File: config.mk
export PLATFORM = sky130hd
export DESIGN_NAME = iq_frame_ser
export DESIGN_NICKNAME = d
export VERILOG_FILES = /design/src/rtl/iq_ser_pkg.sv /design/src/rtl/ser_clk_div.sv /design/src/rtl/ser_strobe_gate.sv /design/src/rtl/ser_frame_shift.sv /design/src/rtl/iq_frame_ser.sv
export SDC_FILE = /design/constraint.sdc
export NUM_CORES = 1
export LEC_CHECK = 0
export ABC_AREA = 1
export BUFFER_PORTS_ARGS = -buffer_cell sky130_fd_sc_hd__buf_2
export CAP_MARGIN = 20
export CORE_MARGIN = 2
export CORE_UTILIZATION = 53
export CTS_BUF_LIST = sky130_fd_sc_hd__clkbuf_8 sky130_fd_sc_hd__clkbuf_16
export DETAILED_ROUTE_END_ITERATION = 8
export GPL_TIMING_DRIVEN = 1
export PLACE_DENSITY = 0.76
export RECOVER_POWER = 50
export SKIP_CTS_REPAIR_TIMING = 1
export SLEW_MARGIN = 15
export SYNTH_ARGS = -nofsm -noshare
export SYNTH_HDL_FRONTEND = slang
export SYNTH_SLANG_ARGS = --single-unit
File: constraint.sdc
create_clock -name clk_i -period 1.75 [get_ports clk_i]
set_input_delay 0.2625 -clock clk_i [delete_from_list [all_inputs] [get_ports clk_i]]
set_output_delay 0.2625 -clock clk_i [all_outputs]
set_load 0.005 [all_outputs]
File: src/rtl/iq_ser_pkg.sv
package iq_ser_pkg;
  localparam int SMP_W = 16;
  localparam int EXT_W = 8;
  localparam int FRM_W = 2 * SMP_W + 2 * EXT_W;
  localparam int LEN_W = 7;
  localparam int DIV_W = 4;

  typedef struct packed {
    logic [SMP_W-1:0] i_smp;
    logic [SMP_W-1:0] q_smp;
    logic [EXT_W-1:0] agc;
    logic [EXT_W-1:0] stat;
  } frame_t;

  // minimum bit times after the sync slot before a new strobe is taken
  function automatic logic [LEN_W-1:0] min_len(input logic xb, input logic es);
    logic [LEN_W-1:0] r;
    unique case ({xb, es})
      2'b00:   r = LEN_W'(32);
      2'b01:   r = LEN_W'(49);
      2'b10:   r = LEN_W'(48);
      default: r = LEN_W'(69);
    endcase
    return r;
  endfunction
endpackage

File: src/rtl/ser_clk_div.sv
module ser_clk_div #(
  parameter int DIV_W = 4
) (
  input  logic             clk_i,
  input  logic             rst_ni,
  input  logic [DIV_W-1:0] div_i,
  output logic             tick_o,
  output logic             sclk_o
);
  logic [DIV_W-1:0] d_eff, cnt_q, cnt_n;
  logic [DIV_W:0]   hi_len;
  logic             sclk_q;

  always_comb begin
    d_eff  = (div_i == '0) ? DIV_W'(1) : div_i;
    hi_len = ({1'b0, d_eff} + (DIV_W + 1)'(1)) >> 1;
    tick_o = (cnt_q >= d_eff - DIV_W'(1));
    cnt_n  = tick_o ? '0 : cnt_q + DIV_W'(1);
  end

  always_ff @(posedge clk_i or negedge rst_ni) begin
    if (!rst_ni) begin
      cnt_q  <= '0;
      sclk_q <= 1'b1;
    end else begin
      cnt_q  <= cnt_n;
      sclk_q <= ({1'b0, cnt_n} < hi_len);
    end
  end

  assign sclk_o = sclk_q;


  cnt_range_chk: assert property (@(posedge clk_i) disable iff (!rst_ni)
    cnt_q < d_eff);


  bit_edge_chk: assert property (@(posedge clk_i) disable iff (!rst_ni)
    (tick_o && d_eff > DIV_W'(1) && $stable(div_i)) |=> $rose(sclk_o));
endmodule

File: src/rtl/ser_strobe_gate.sv
module ser_strobe_gate
  import iq_ser_pkg::*;
(
  input  logic   clk_i,
  input  logic   rst_ni,
  input  logic   strobe_i,
  input  frame_t frame_i,
  input  logic   xb_i,
  input  logic   es_i,
  input  logic   tick_i,
  input  logic   open_i,
  output logic   start_o,
  output frame_t frame_o,
  output logic   xb_o,
  output logic   es_o,
  output logic   overrun_o
);
  logic   pend_q, xb_q, es_q, ovr_q, accept;
  frame_t frm_q;

  assign accept  = strobe_i & ~pend_q & open_i;
  assign start_o = pend_q & tick_i;

  always_ff @(posedge clk_i or negedge rst_ni) begin
    if (!rst_ni) begin
      pend_q <= 1'b0;
      xb_q   <= 1'b0;
      es_q   <= 1'b0;
      frm_q  <= '0;
      ovr_q  <= 1'b0;
    end else begin
      ovr_q <= strobe_i & ~accept;
      if (accept) begin
        pend_q <= 1'b1;
        frm_q  <= frame_i;
        xb_q   <= xb_i;
        es_q   <= es_i;
      end else if (start_o) begin
        pend_q <= 1'b0;
      end
    end
  end

  assign frame_o   = frm_q;
  assign xb_o      = xb_q;
  assign es_o      = es_q;
  assign overrun_o = ovr_q;


  pend_drop_chk: assert property (@(posedge clk_i) disable iff (!rst_ni)
    (strobe_i && pend_q) |=> overrun_o);


  pend_hold_chk: assert property (@(posedge clk_i) disable iff (!rst_ni)
    (pend_q && !tick_i) |=> pend_q);
endmodule

File: src/rtl/ser_frame_shift.sv
module ser_frame_shift
  import iq_ser_pkg::*;
(
  input  logic   clk_i,
  input  logic   rst_ni,
  input  logic   tick_i,
  input  logic   start_i,
  input  frame_t frame_i,
  input  logic   xb_i,
  input  logic   es_i,
  output logic   open_o,
  output logic   sd_o,
  output logic   fs_o
);
  localparam int REM_W = $clog2(FRM_W + 1);
  localparam logic [LEN_W-1:0] LEN_MAX = '1;

  logic [FRM_W-1:0] sr_q;
  logic [REM_W-1:0] rem_q;
  logic [LEN_W-1:0] len_q, lmin_q;
  logic             started_q, sd_q, fs_q;

  always_ff @(posedge clk_i or negedge rst_ni) begin
    if (!rst_ni) begin
      sr_q      <= '0;
      rem_q     <= '0;
      len_q     <= '0;
      lmin_q    <= '0;
      started_q <= 1'b0;
      sd_q      <= 1'b1;
      fs_q      <= 1'b0;
    end else if (tick_i) begin
      if (start_i) begin
        sr_q      <= frame_i;
        rem_q     <= xb_i ? REM_W'(FRM_W) : REM_W'(2 * SMP_W);
        len_q     <= '0;
        lmin_q    <= min_len(xb_i, es_i);
        started_q <= 1'b1;
        sd_q      <= ~es_i;
        fs_q      <= ~es_i;
      end else begin
        fs_q  <= 1'b0;
        len_q <= (len_q == LEN_MAX) ? len_q : len_q + LEN_W'(1);
        if (rem_q != '0) begin
          sd_q  <= sr_q[FRM_W-1];
          sr_q  <= sr_q << 1;
          rem_q <= rem_q - REM_W'(1);
        end else begin
          sd_q <= 1'b1;
        end
      end
    end
  end

  assign open_o = ~started_q | (len_q >= lmin_q);
  assign sd_o   = sd_q;
  assign fs_o   = fs_q;


  fs_idle_chk: assert property (@(posedge clk_i) disable iff (!rst_ni)
    $rose(fs_o) |-> sd_o);


  pre_frame_idle_chk: assert property (@(posedge clk_i) disable iff (!rst_ni)
    !started_q |-> sd_o);
endmodule

File: src/rtl/iq_frame_ser.sv
module iq_frame_ser
  import iq_ser_pkg::*;
(
  input  logic             clk_i,
  input  logic             rst_ni,
  input  logic [DIV_W-1:0] div_i,
  input  logic             xbytes_en_i,
  input  logic             esync_en_i,
  input  logic             strobe_i,
  input  logic [SMP_W-1:0] i_smp_i,
  input  logic [SMP_W-1:0] q_smp_i,
  input  logic [EXT_W-1:0] agc_byte_i,
  input  logic [EXT_W-1:0] stat_byte_i,
  output logic             sclk_o,
  output logic             fs_o,
  output logic             sd_o,
  output logic             overrun_o
);
  logic   tick_w, start_w, open_w, xb_w, es_w;
  frame_t in_frm, pend_frm;

  assign in_frm = '{i_smp: i_smp_i, q_smp: q_smp_i, agc: agc_byte_i, stat: stat_byte_i};

  ser_clk_div #(.DIV_W(DIV_W)) u_div (
    .clk_i (clk_i),
    .rst_ni(rst_ni),
    .div_i (div_i),
    .tick_o(tick_w),
    .sclk_o(sclk_o)
  );

  ser_strobe_gate u_gate (
    .clk_i    (clk_i),
    .rst_ni   (rst_ni),
    .strobe_i (strobe_i),
    .frame_i  (in_frm),
    .xb_i     (xbytes_en_i),
    .es_i     (esync_en_i),
    .tick_i   (tick_w),
    .open_i   (open_w),
    .start_o  (start_w),
    .frame_o  (pend_frm),
    .xb_o     (xb_w),
    .es_o     (es_w),
    .overrun_o(overrun_o)
  );

  ser_frame_shift u_shift (
    .clk_i  (clk_i),
    .rst_ni (rst_ni),
    .tick_i (tick_w),
    .start_i(start_w),
    .frame_i(pend_frm),
    .xb_i   (xb_w),
    .es_i   (es_w),
    .open_o (open_w),
    .sd_o   (sd_o),
    .fs_o   (fs_o)
  );


  start_on_edge_chk: assert property (@(posedge clk_i) disable iff (!rst_ni)
    start_w |=> $rose(sclk_o) || (sclk_o && $past(sclk_o)));
endmodule

==> run metrics, run 1 <==
Total Nets Final 966; post-detailed-routing wire length 23,800 um; Routed Antenna Nets 0; vias per cell 6.27; crit path time final 2.08 ns; worst setup margin -0.327 ns; drt first pass iters 6; Worst EP required 2.15 ns; reg2reg setup slack -0.33 ns; Leak Pwr 4.61 nW; vias in the first global route 5,000; filler instances 484; buffers added on ports 60; Fin Setup TNS -21.49 ns; slew of the pin with the lowest slew margin 0.846 ns; io pins 61; layout cells sized above 1 37.1%; area grow syn2layout 53.6%; Hold Path Class input port to flip-flop; Seq/Total Area, Yosys 52.8%; H-tree levels 4; antenna violations before repair 1; Finished Cell Area 0.00912 sq mm; Peak VDD IR 0.00114 V; Critical Path AT 2.48 ns; Initial Util 54.5%; Detail Placement HPWL 8540 um; post-place setup slack -0.709 ns; Synth Area per Inst 8.16 sq um; Clock transition at path regs 0.06 ns; Syn. warnings 0; pwr dens 2120 mW/mm^2; Post-Route Utilization 83.7%; core area 0.0109 sq mm; FF+latch count, synth 125; end of the worst hold path u_gate.es_o$_DFFE_PN0P_; path type of the worst setup path input port to flip-flop; FMAX 481 MHz; WL/cell 22.8 um; Synth Cell Area 0.00593 sq mm; highest-delay cell along the critical path ha_1; worst skew pair latency 0.54 ns; multi-input logic area 0.00326 sq mm; Worst slew margin 43.6%; Num CTS Buffers 17; failing checks hold timing, setup timing; largest net degree at the start of global routing 53; hold path depth 3; first-pass GRT wire length 22,400 um; critical-path cell list buf_8 > nor2_4 > nand2_2 > o21ai_2 > inv_2 > ha_4 > xnor2_2 > ha_1 > nand2_1 > inv_2 > nand2_2 > nand3_4 > o21ai_4 > buf_12 > clkbuf_16 > nor2_2 > o21ai_1 > nand2_1; R2R depth 9; syn nets 804; Final Hold Vio Count 4; # DRC 0; Slew Viols, Final 0; # rows 38; fin crit share 119%; Clock Path Buffers 2; slowest cell delay on critical path 0.27 ns; CP Max Fanout 9; RR Endpoint u_shift.sr_q[35]$_DFFE_PN0P_; Worst setup EP type flip-flop; RSZ-0062 raised after global routing true; Clock Skew 0.0117 ns; grt total ovfl 0; DR iter-0 viols 880; status finished with violations; total track usage 23.9%; smallest hold slack -0.0135 ns; count of final setup violators 119; max_cap viols 0; Die X 110 um; Root Driver clkbuf_8; TritonCTS Sinks 125; CTS tree built; Startpoint Class input port; Reg area 0.00313 sq mm; DP Area 0.00663 sq mm; Synth cell types 33; Die ar. 0.0121 sq mm; DR vias 6,535; Mapped Cells 727; HP Start esync_en_i; Final Wtd Congestion 0.824; worst r2r src u_shift.rem_q[1]$_DFFE_PN0P_; Die H 110 um
## power breakdown
| group | internal (W) | total [W] | switching [W] |
|---|---|---|---|
| registers | 0.00426 | 0.00551 | 0.00125 |
| logic | 0.00434 | 0.0103 | 0.00595 |
| clock network | 0.00217 | 0.00353 | 0.00137 |
| total | 0.0108 | 0.0193 | 0.00857 |
## state kept, by name (all words and copies together), names as in the netlist
signal             cells
u_gate.es_o            1
u_gate.pend_q          1
u_shift.started_q      1
u_gate.xb_o            1
u_div.sclk_o           1
u_gate.frame_o        48
u_shift.lmin_q         4
u_gate.overrun_o       1
u_shift.rem_q          6
u_shift.sr_q          48
u_shift.len_q          7
u_div.cnt_q            4
u_shift.fs_o           1
u_shift.sd_o           1
## worst max-delay path, delay by kind of cell
kind                       cells  cell delay (ns)
and+or+nand+nor                7             0.61
buffers and inverters          5             0.59
adders and majority gates      2             0.44
AOI/OAI and AO/OA              3             0.43
xor gates and xnor gates       1             0.13
## cell usage in the layout, fill, tap and decap left out, types with 6 or more instances in the layout
cell             n
buf_12          13
buf_2           58
buf_4           28
buf_6           14
clkbuf_16       31
clkinv_2         6
dfrtp_1        122
dlygate4sd3_1   45
ha_1            14
ha_4             6
inv_1           37
inv_2            6
nand2_1        176
nand2_2         34
nand2_4         20
nand3_1         25
nand3_2         36
nor2_1          78
nor2_2          16
nor2_4          14
o21ai_0          8
o21ai_1         35
o21ai_2         22
## stage by stage
stage | hold WS, ns | cells | power, W
global route | -0.00744 | 1043 | 0.0200
floorplan | -0.0331 | 727 | 0.00894
CTS | -0.405 | 959 | 0.0141
global placement | 0.148 | 927 | 0.0103
detailed placement | 0.146 | 927 | 0.0106
finish | -0.0135 | 1043 | 0.0193
## how the worst max path moves through the flow
stage	start	endpoint	slack (ns)	cells after the start
detailed placement	div_i[1]	u_shift.sr_q[27]$_DFFE_PN0P_	-0.71	16
CTS	div_i[1]	u_shift.sr_q[2]$_DFFE_PN0P_	-0.19	16
global route	div_i[1]	u_shift.rem_q[0]$_DFFE_PN0P_	-0.41	17
global placement	div_i[1]	u_shift.sr_q[7]$_DFFE_PN0P_	-0.62	16
floorplan	div_i[1]	u_div.sclk_o$_DFF_PN1_	-0.44	14
finish	div_i[1]	u_shift.sr_q[35]$_DFFE_PN0P_	-0.33	18
## cells by family after synthesis
| logic type | count (synthesis) | synth area share, % |
|---|---|---|
| AND/OR/NAND/NOR | 413 | 28.3 |
| flip-flops | 125 | 52.8 |
| AO/OA/AOI/OAI | 81 | 7.23 |
| buffers and inverters | 79 | 6.18 |
| adder cells (fa/ha/maj) | 20 | 4.22 |
| XOR/XNOR | 9 | 1.33 |
## synthesized netlist by cell type
master,n,area share [%]
nor2_1,107,6.8
o22ai_1,2,0.21
nand2_1,229,14
nand3_4,1,0.30
a21oi_1,9,0.76
o211ai_1,1,0.13
clkbuf_2,2,0.17
nand2_2,1,0.11
inv_1,36,2.3
and2_1,1,0.11
dfrtp_1,123,52
o21ai_0,46,3.9
buf_6,3,0.57
buf_1,4,0.25
nand3_1,65,5.5
buf_4,8,1.0
o21ai_1,17,1.4
clkinv_1,1,0.063
ha_1,20,4.2
a21o_1,2,0.25
a21oi_2,1,0.15
inv_2,3,0.19
xnor2_1,5,0.74
clkbuf_1,10,0.63
nand4_1,5,0.53
nor2_2,1,0.11
dfstp_2,2,0.89
o21a_1,1,0.13
o21ai_2,2,0.30
or2_2,2,0.21
buf_2,12,1.0
xor2_1,4,0.59
nand4_2,1,0.21
## cell type report
| type | count | area share [%] |
|---|---|---|
| flip-flops and latches | 125 | 34.3 |
| diodes | 1 | 0.0274 |
| clock inverters | 14 | 1.52 |
| clock buffers | 18 | 4.69 |
| multi-input cells | 525 | 35.8 |
| repair buffers | 180 | 20.0 |
| inverters | 40 | 1.73 |
| well taps | 140 | 1.92 |
## per-layer routing
metal	wire length (um)	global-route usage, %	up-vias	part of all wire [%]
li1	-	-	2653	-
met4	1830	8.23	0	7.7
met2	11600	39.5	565	49
met5	0	0	-	0
met1	8200	31.1	3105	34
met3	2160	5.28	212	9.1
Power figures use the tool's default switching activity.
==> run 2: changes to the inputs <==
--- a/config.mk
+++ b/config.mk
@@ -6,8 +6,7 @@
 export NUM_CORES = 1
 export LEC_CHECK = 0
 export ABC_AREA = 1
-export BUFFER_PORTS_ARGS = -buffer_cell sky130_fd_sc_hd__buf_2
-export CAP_MARGIN = 20
+export BUFFER_PORTS_ARGS = -buffer_cell sky130_fd_sc_hd__buf_4
 export CORE_MARGIN = 2
 export CORE_UTILIZATION = 53
 export CTS_BUF_LIST = sky130_fd_sc_hd__clkbuf_8 sky130_fd_sc_hd__clkbuf_16
==> run 2 against run 1 <==
Non-clock buffer count shrank 15. Sequential share of layout area grew 0.35 points. Maximum frequency is 2.7% lower. Clock-buffer cell count rose by 2. Largest power group unchanged. Critical endpoint is now u_shift.sr_q[3]$_DFFE_PN0P_. The run still ends with hold timing, setup timing left. Via count decreased by 4.5%. Worst hold slack worse by 0.023 ns.
==> run metrics, run 2 (synthesis gave the netlist of run 1 again) <==
most common cell after layout, fill and taps aside nand2_1; path type of the worst setup path input port to flip-flop; smallest hold slack -0.0363 ns; max_cap viols 0; RSZ-0062 raised after global routing true; core area 0.0109 sq mm; Worst setup EP type flip-flop; Detail Placement HPWL 8900 um; Clock Path Buffers 2; antenna violations before repair 0; Hold Path Class input port to flip-flop; Peak VDD IR 0.00109 V; grt total ovfl 0; Clock Skew 0.0187 ns; reg2reg setup slack -0.37 ns; Routed Antenna Nets 0; Die H 110 um; count of final setup violators 120; Total Nets Final 954; status finished with violations; fin cells 1,029; total track usage 24.1%; launch point of the worst path div_i[1]; WL/cell 21.4 um; # DRC 0; Post-Route Utilization 82.9%; HP Start q_smp_i[6]; DR vias 6,242; Die X 110 um; crit path time final 2.13 ns; worst r2r src u_div.cnt_q[3]$_DFF_PN0_; CTS tree built; pwr dens 2140 mW/mm^2; Final Wtd Congestion 0.863; Worst EP required 2.15 ns; Root Driver clkbuf_8; buffers added on ports 60; slew of the pin with the lowest slew margin 0.873 ns; largest net degree at the start of global routing 53; DR iter-0 viols 736; Finished Cell Area 0.00903 sq mm; Startpoint Class input port; R2R depth 11; failing checks hold timing, setup timing; fin crit share 122%; CP Max Fanout 6; Initial Util 54.5%; Leak Pwr 4.58 nW; DP Cell Count 935; vias in the first global route 4,993; diodes inserted 0; area grow syn2layout 52.1%; io pins 61; worst skew pair latency 0.55 ns; Die ar. 0.0121 sq mm; FMAX 469 MHz; drt first pass iters 8; Critical Path AT 2.53 ns; first-pass GRT wire length 22,600 um; Slew Viols, Final 0; RR Endpoint u_shift.sr_q[3]$_DFFE_PN0P_; Num CTS Buffers 17; end of the worst hold path u_gate.frame_o[22]$_DFFE_PN0P_; Clock transition at path regs 0.06 ns; vias per cell 6.07; most frequent cells in the layout nand2_1, dfrtp_1, buf_4; # rows 38; worst setup margin -0.384 ns; Final Hold Vio Count 16; layout cells sized above 1 38.2%; DP Area 0.00683 sq mm; TritonCTS Sinks 125; Worst slew margin 41.8%; post-detailed-routing wire length 22,000 um; H-tree levels 4; hold path depth 3; post-place setup slack -0.807 ns
==> run 2: critical path, stage by stage <==
cell and delay (ns):
buf_8 0.10, nor2_4 0.09, nand2_2 0.06, o21ai_2 0.18, inv_2 0.08, ha_4 0.16, xnor2_2 0.12, ha_1 0.27
nand2_1 0.08, inv_2 0.07, nand2_4 0.09, nand3_4 0.18, o21ai_4 0.13, buf_12 0.17, clkbuf_16 0.18, nor2_4 0.03
o21ai_1 0.13, nand2_1 0.14
==> run 2: metal layers <==
layer  part of all wire (%)  GRT usage [%]  vias to the layer above
li1                       -              -                     2631
met1                     35           31.1                     2997
met2                     49           40.4                      447
met3                    8.9           5.63                      167
met4                    7.2           7.14                        0
met5                      0              0                        -
==> run 2: layout make-up <==
type	instances	area, sq um
clock buffers	20	455
clock inverters	11	165
fillers	500	1860
inverters	40	163
multi-input cells	527	3200
flip-flops and latches	125	3130
well taps	140	175
repair buffers	165	1720
repair inverters	1	11.3
==> run 2: worst max path at each step <==
| stage | slack, ns | end | cells after the start |
|---|---|---|---|
| floorplan | -0.44 | u_div.sclk_o$_DFF_PN1_ | 14 |
| global placement | -0.69 | u_shift.sr_q[29]$_DFFE_PN0P_ | 16 |
| detailed placement | -0.81 | u_shift.sr_q[4]$_DFFE_PN0P_ | 16 |
| CTS | -0.32 | u_shift.sr_q[29]$_DFFE_PN0P_ | 16 |
| global route | -0.44 | u_shift.sr_q[23]$_DFFE_PN0P_ | 17 |
| finish | -0.38 | u_shift.sr_q[3]$_DFFE_PN0P_ | 18 |
==> run 2: report_power, final <==
group	internal (W)	switching, W
sequential	0.00426	0.00125
clock	0.00242	0.00142
combinational	0.00424	0.00570
total	0.0109	0.00837
==> run 2: metrics by stage <==
| step | power (W) | TNS [ns] |
|---|---|---|
| 2_1_floorplan | 0.00894 | -24.50 |
| 3_3_place_gp | 0.0105 | -42.45 |
| 3_5_place_dp | 0.0108 | -54.46 |
| 4_1_cts | 0.0146 | -18.63 |
| 5_1_grt | 0.0201 | -30.68 |
| 6_report | 0.0193 | -19.97 |
